## config.mk

```make
export PLATFORM = sky130hd
export DESIGN_NAME = dtmr_channel
export DESIGN_NICKNAME = d
export VERILOG_FILES = /design/src/rtl/dtmr_pkg.sv /design/src/rtl/dtmr_regs.sv /design/src/rtl/dtmr_counter.sv /design/src/rtl/dtmr_irq.sv /design/src/rtl/dtmr_channel.sv
export SDC_FILE = /design/constraint.sdc
export NUM_CORES = 1
export LEC_CHECK = 0
export BUFFER_PORTS_ARGS = -buffer_cell sky130_fd_sc_hd__buf_4
export CORE_ASPECT_RATIO = 1.2
export CORE_MARGIN = 5
export CORE_UTILIZATION = 55
export CTS_BUF_LIST = sky130_fd_sc_hd__clkbuf_8
export DETAILED_ROUTE_END_ITERATION = 8
export GPL_TIMING_DRIVEN = 0
export HOLD_SLACK_MARGIN = 0.03
export PLACE_DENSITY = 0.78
export SLEW_MARGIN = 20
export SYNTH_ARGS = -nofsm -noshare
export SYNTH_HDL_FRONTEND = slang
export SYNTH_HIERARCHICAL = 1
export SYNTH_SLANG_ARGS = --single-unit
export TNS_END_PERCENT = 100
```

## constraint.sdc

```tcl
create_clock -name clk -period 3.9 [get_ports clk]
set_input_delay 0.975 -clock clk [delete_from_list [all_inputs] [get_ports clk]]
set_output_delay 0.975 -clock clk [all_outputs]
set_load 0.05 [all_outputs]
```

## src/rtl/dtmr_pkg.sv

```systemverilog
package dtmr_pkg;
  localparam int unsigned DTMR_DATA_W  = 32;
  localparam int unsigned DTMR_CNT_W   = 29;
  localparam int unsigned DTMR_RUN_POS = 31;
  localparam int unsigned DTMR_REP_POS = 30;
  localparam int unsigned DTMR_ACK_POS = 30;

  typedef enum logic {
    SEL_TRIG = 1'b0,
    SEL_STAT = 1'b1
  } dtmr_sel_e;
endpackage

```

## src/rtl/dtmr_regs.sv

```systemverilog
module dtmr_regs
  import dtmr_pkg::*;
#(
  parameter int unsigned DATA_W  = DTMR_DATA_W,
  parameter int unsigned CNT_W   = DTMR_CNT_W,
  parameter int unsigned RUN_POS = DTMR_RUN_POS,
  parameter int unsigned REP_POS = DTMR_REP_POS,
  parameter int unsigned ACK_POS = DTMR_ACK_POS
) (
  input  logic              clk,
  input  logic              rst,
  input  logic              reg_addr,
  input  logic              reg_wr,
  input  logic [DATA_W-1:0] reg_wdata,
  input  logic              run_q,
  input  logic [CNT_W-1:0]  cnt_q,
  output logic              trig_wr,
  output logic              ack_wr,
  output logic              new_run,
  output logic              new_rep,
  output logic [CNT_W-1:0]  new_load,
  output logic              rep_q,
  output logic [CNT_W-1:0]  load_q,
  output logic [DATA_W-1:0] reg_rdata
);
  localparam int unsigned GAP_W = REP_POS - CNT_W;

  dtmr_sel_e sel;
  logic [DATA_W-1:0] rd_d;

  assign sel      = dtmr_sel_e'(reg_addr);
  assign trig_wr  = reg_wr && (sel == SEL_TRIG);
  assign ack_wr   = reg_wr && (sel == SEL_STAT) && reg_wdata[ACK_POS];
  assign new_run  = reg_wdata[RUN_POS];
  assign new_rep  = reg_wdata[REP_POS];
  assign new_load = reg_wdata[CNT_W-1:0];

  // Bits between the count field and the mode flag carry no meaning.
  generate
    if (GAP_W > 0) begin : g_gap
      logic unused_gap;
      assign unused_gap = ^reg_wdata[REP_POS-1:CNT_W];
    end
  endgenerate

  always_ff @(posedge clk) begin
    if (rst) begin
      rep_q  <= 1'b0;
      load_q <= '0;
    end else if (trig_wr) begin
      rep_q  <= new_rep;
      load_q <= new_load;
    end
  end

  always_comb begin
    rd_d = '0;
    case (sel)
      SEL_TRIG: begin
        rd_d[RUN_POS]   = run_q;
        rd_d[REP_POS]   = rep_q;
        rd_d[CNT_W-1:0] = load_q;
      end
      default: rd_d[CNT_W-1:0] = cnt_q;
    endcase
  end

  always_ff @(posedge clk) begin
    if (rst) reg_rdata <= '0;
    else     reg_rdata <= rd_d;
  end
endmodule

```

## src/rtl/dtmr_counter.sv

```systemverilog
module dtmr_counter #(
  parameter int unsigned CNT_W = 29
) (
  input  logic             clk,
  input  logic             rst,
  input  logic             tick_en,
  input  logic             trig_wr,
  input  logic             new_run,
  input  logic [CNT_W-1:0] new_load,
  input  logic             rep_q,
  input  logic [CNT_W-1:0] load_q,
  output logic             run_q,
  output logic [CNT_W-1:0] cnt_q,
  output logic             expire
);
  localparam logic [CNT_W-1:0] ONE = {{(CNT_W-1){1'b0}}, 1'b1};

  logic at_zero;
  assign at_zero = (cnt_q == '0);
  assign expire  = tick_en && run_q && at_zero && !trig_wr;

  always_ff @(posedge clk) begin
    if (rst) begin
      cnt_q <= '0;
      run_q <= 1'b0;
    end else if (trig_wr) begin
      cnt_q <= new_load;
      run_q <= new_run;
    end else if (tick_en && run_q) begin
      if (at_zero) begin
        if (rep_q) cnt_q <= load_q;
        else       run_q <= 1'b0;
      end else begin
        cnt_q <= cnt_q - ONE;
      end
    end
  end
endmodule

```

## src/rtl/dtmr_irq.sv

```systemverilog
module dtmr_irq (
  input  logic clk,
  input  logic rst,
  input  logic expire,
  input  logic ack_wr,
  output logic irq
);
  always_ff @(posedge clk) begin
    if (rst)         irq <= 1'b0;
    else if (expire) irq <= 1'b1;
    else if (ack_wr) irq <= 1'b0;
  end
endmodule

```

## src/rtl/dtmr_channel.sv

```systemverilog
module dtmr_channel
  import dtmr_pkg::*;
#(
  parameter int unsigned DATA_W  = DTMR_DATA_W,
  parameter int unsigned CNT_W   = DTMR_CNT_W,
  parameter int unsigned RUN_POS = DTMR_RUN_POS,
  parameter int unsigned REP_POS = DTMR_REP_POS,
  parameter int unsigned ACK_POS = DTMR_ACK_POS
) (
  input  logic              clk,
  input  logic              rst,
  input  logic              tick_en,
  input  logic              reg_addr,
  input  logic              reg_wr,
  input  logic [DATA_W-1:0] reg_wdata,
  output logic [DATA_W-1:0] reg_rdata,
  output logic              irq
);
  logic             trig_wr, ack_wr, new_run, new_rep, rep_q, run_q, expire;
  logic [CNT_W-1:0] new_load, load_q, cnt_q;

  dtmr_regs #(
    .DATA_W(DATA_W), .CNT_W(CNT_W), .RUN_POS(RUN_POS),
    .REP_POS(REP_POS), .ACK_POS(ACK_POS)
  ) u_regs (
    .clk(clk), .rst(rst), .reg_addr(reg_addr), .reg_wr(reg_wr),
    .reg_wdata(reg_wdata), .run_q(run_q), .cnt_q(cnt_q),
    .trig_wr(trig_wr), .ack_wr(ack_wr), .new_run(new_run),
    .new_rep(new_rep), .new_load(new_load), .rep_q(rep_q),
    .load_q(load_q), .reg_rdata(reg_rdata)
  );

  dtmr_counter #(.CNT_W(CNT_W)) u_cnt (
    .clk(clk), .rst(rst), .tick_en(tick_en), .trig_wr(trig_wr),
    .new_run(new_run), .new_load(new_load), .rep_q(rep_q),
    .load_q(load_q), .run_q(run_q), .cnt_q(cnt_q), .expire(expire)
  );

  dtmr_irq u_irq (
    .clk(clk), .rst(rst), .expire(expire), .ack_wr(ack_wr), .irq(irq)
  );
endmodule

```

==> metrics.csv <==
metric;value;unit
core-area;9034;um2
worstHoldStart;u_regs/load_q[21]$_SDFFE_PP0P_;
clk_pin_slew;0.08;ns
synth.net_count;605;
cpPeakStageDelay;0.64;ns
tightest_slew;0.8023;ns
numPortBuffers;65;
tns;0;ns
hold_buffers;0;
timing.final.crit_period;3.221;ns
placed_cells;752;
gp_congestion;0.9723;
multi_input_area;2660;um2
final_cell_area;5862;um2
die_width;97.52;um
syn_avg_cell_area;8.915;um2
drc;0;
hold_slack;0.4861;ns
yosysWarningCount;6;
dieArea;11220;um2
cts_buffers;9;
nets;681;
ioPinCount;70;
p_per_area;370.1;nW/um2
cp_slowest_cell;nor4b_1;
grt_pass1_vias;4534;
status;finished clean;
max_freq;0.3104;GHz
cts_tree;yes;
ir_drop;0.2430;mV
cp-start-kind;flop;
antenna_found_initial;0;
post_cts_buffers;0;
skew;0.006970;ns
whs_path_depth;2;
synth_area;5055;um2
path_cells;inv_1, ha_1, nor4b_1, nand4b_1, nor3_2, a21oi_1, a2111oi_0;
initial_core_util;55.96;%
r2r_start;u_cnt/cnt_q[0]$_SDFFE_PP0P_;
cap_violations;0;
grt_pass1_wl;23.73;mm
clockBufferDepth;2;
diodes;0;
synthCells;567;
cp-end-kind;flop;
ff_latch_area;1842;um2
routed_wl;15.25;mm
whs_endpoint;u_regs/load_q[21]$_SDFFE_PP0P_;
ctsResizeCount;0;
reg2reg_slack;0.68;ns
wl_met1;5.991;mm
wl_per_cell;19.88;um
max_slew_margin;46.51;%
wl_met2;7.510;mm
drive_gt1_share;23.65;%
overflow;0;
reg2reg_depth;7;
synthToLayoutAreaGrowth;15.97;%
ant_nets;0;
placed_cell_area;5693;um2
hold_class;reg -> reg;
grt_use_total;27.00;%
cp.arrival;3.46;ns
finalMaxSlewViolations;0;
setup_violations;0;
drt_iter0_markers;328;
highest_layer;met4;
finalCritPeriodShare;82.60;%
clock_latency;0.38;ns
n_fill_cell;784;
dr.pass1.iters;5;
worstPathRequired;4.14;ns
hpwl;10.77;mm
hold_viol;0;
ctsHtreeMaxLevel;3;
clock_sinks;92;
num_rows;38;
rsz0062_at_grt;no;
vias;4590;
clockRootBuffer;clkbuf_8;
crit_type;reg -> reg;
via_per_inst;5.984;
routed-wl-met3;1.228;mm
fp.dieH;115.0;um
finalNonFillerCells;767;
r2r_end;u_cnt/cnt_q[6]$_SDFFE_PP0P_;
grt_max_degree;14;
crit_fanout;8;
power.leakage;2.355;nW
## worst max-delay path by stage
| stage | startpoint | slack [ns] | end | cells past startpoint |
|---|---|---|---|---|
| after floorplan | reg_addr | 1.36 | u_cnt/cnt_q[5]$_SDFFE_PP0P_ | 8 |
| after global placement | reg_wr | 0.68 | u_cnt/cnt_q[1]$_SDFFE_PP0P_ | 7 |
| after detailed placement | reg_wr | 0.65 | u_cnt/cnt_q[1]$_SDFFE_PP0P_ | 7 |
| after CTS | u_cnt/cnt_q[0]$_SDFFE_PP0P_ | 0.80 | u_cnt/cnt_q[6]$_SDFFE_PP0P_ | 7 |
| after global routing | u_cnt/cnt_q[0]$_SDFFE_PP0P_ | 0.32 | u_cnt/cnt_q[6]$_SDFFE_PP0P_ | 7 |
| final | u_cnt/cnt_q[0]$_SDFFE_PP0P_ | 0.68 | u_cnt/cnt_q[6]$_SDFFE_PP0P_ | 7 |
## worst max-delay path: cells and delay by family, from the launching register on
kind / cells / cell delay, ns
AND/OR/NAND/NOR: 3 / 1.48
adder cells (fa/ha/maj): 1 / 0.24
flip-flops: 1 / 0.35
buffers and inverters: 1 / 0.11
AO/OA/AOI/OAI: 2 / 0.89
## through the flow
stage	total power, mW	utilization [%]	setup slack [ns]
floorplan	1.436	-	1.356
global placement	1.579	63.02	0.6841
detailed placement	1.593	63.02	0.6458
CTS	2.167	64.89	0.8022
global route	2.259	64.89	0.3221
finish	2.169	64.89	0.6787
## power breakdown
part	switching, mW	internal (mW)
Sequential	0.0540	0.992
Clock	0.328	0.257
Combinational	0.316	0.223
## area by class of cell
class	instances	share of cell area, %
Clock inverter	4	0.2988
Tap cell	120	2.561
Timing Repair Buffer	65	8.324
Buffer	72	8.538
Multi-Input combinational cell	389	45.38
Clock buffer	11	2.583
Inverter	14	0.8965
Sequential cell	92	31.42
## sequential cells by signal, summed over array words and instances, names as in the netlist
register	flops
u_cnt/cnt_q	29
u_regs/reg_rdata	31
u_cnt/run_q	1
u_regs/load_q	29
u_regs/rep_q	1
u_irq/irq	1
## routing by layer
metal,vias up,global-route usage (%)
met3,46,5.583
met5,-,0
met4,0,13.48
li1,2154,-
met2,218,47.28
met1,2172,31.47
## layout by cell type (no fill, tap or decap), types with 3 or more instances in the layout
cell type  instances
dfxtp_1           92
nor2_1            64
nand3_1            9
clkbuf_8          11
and3_1             3
nand4bb_1         30
clkbuf_1          20
a21oi_1           22
nand2_1           24
xor2_1             7
o21ai_0           21
o21bai_1           4
nand2b_1          32
xnor2_1            7
inv_1             16
or4_1              4
nor3_2             3
a211oi_1           8
buf_4             97
o211ai_1           7
nor4_1            11
or2_2              3
buf_12             4
or3_1              8
buf_2             12
buf_6              4
o21ai_1           32
a2111oi_0          4
a2111oi_1          3
mux2i_1           31
nor3_1            10
No activity file was read; power rests on OpenSTA's default activity.
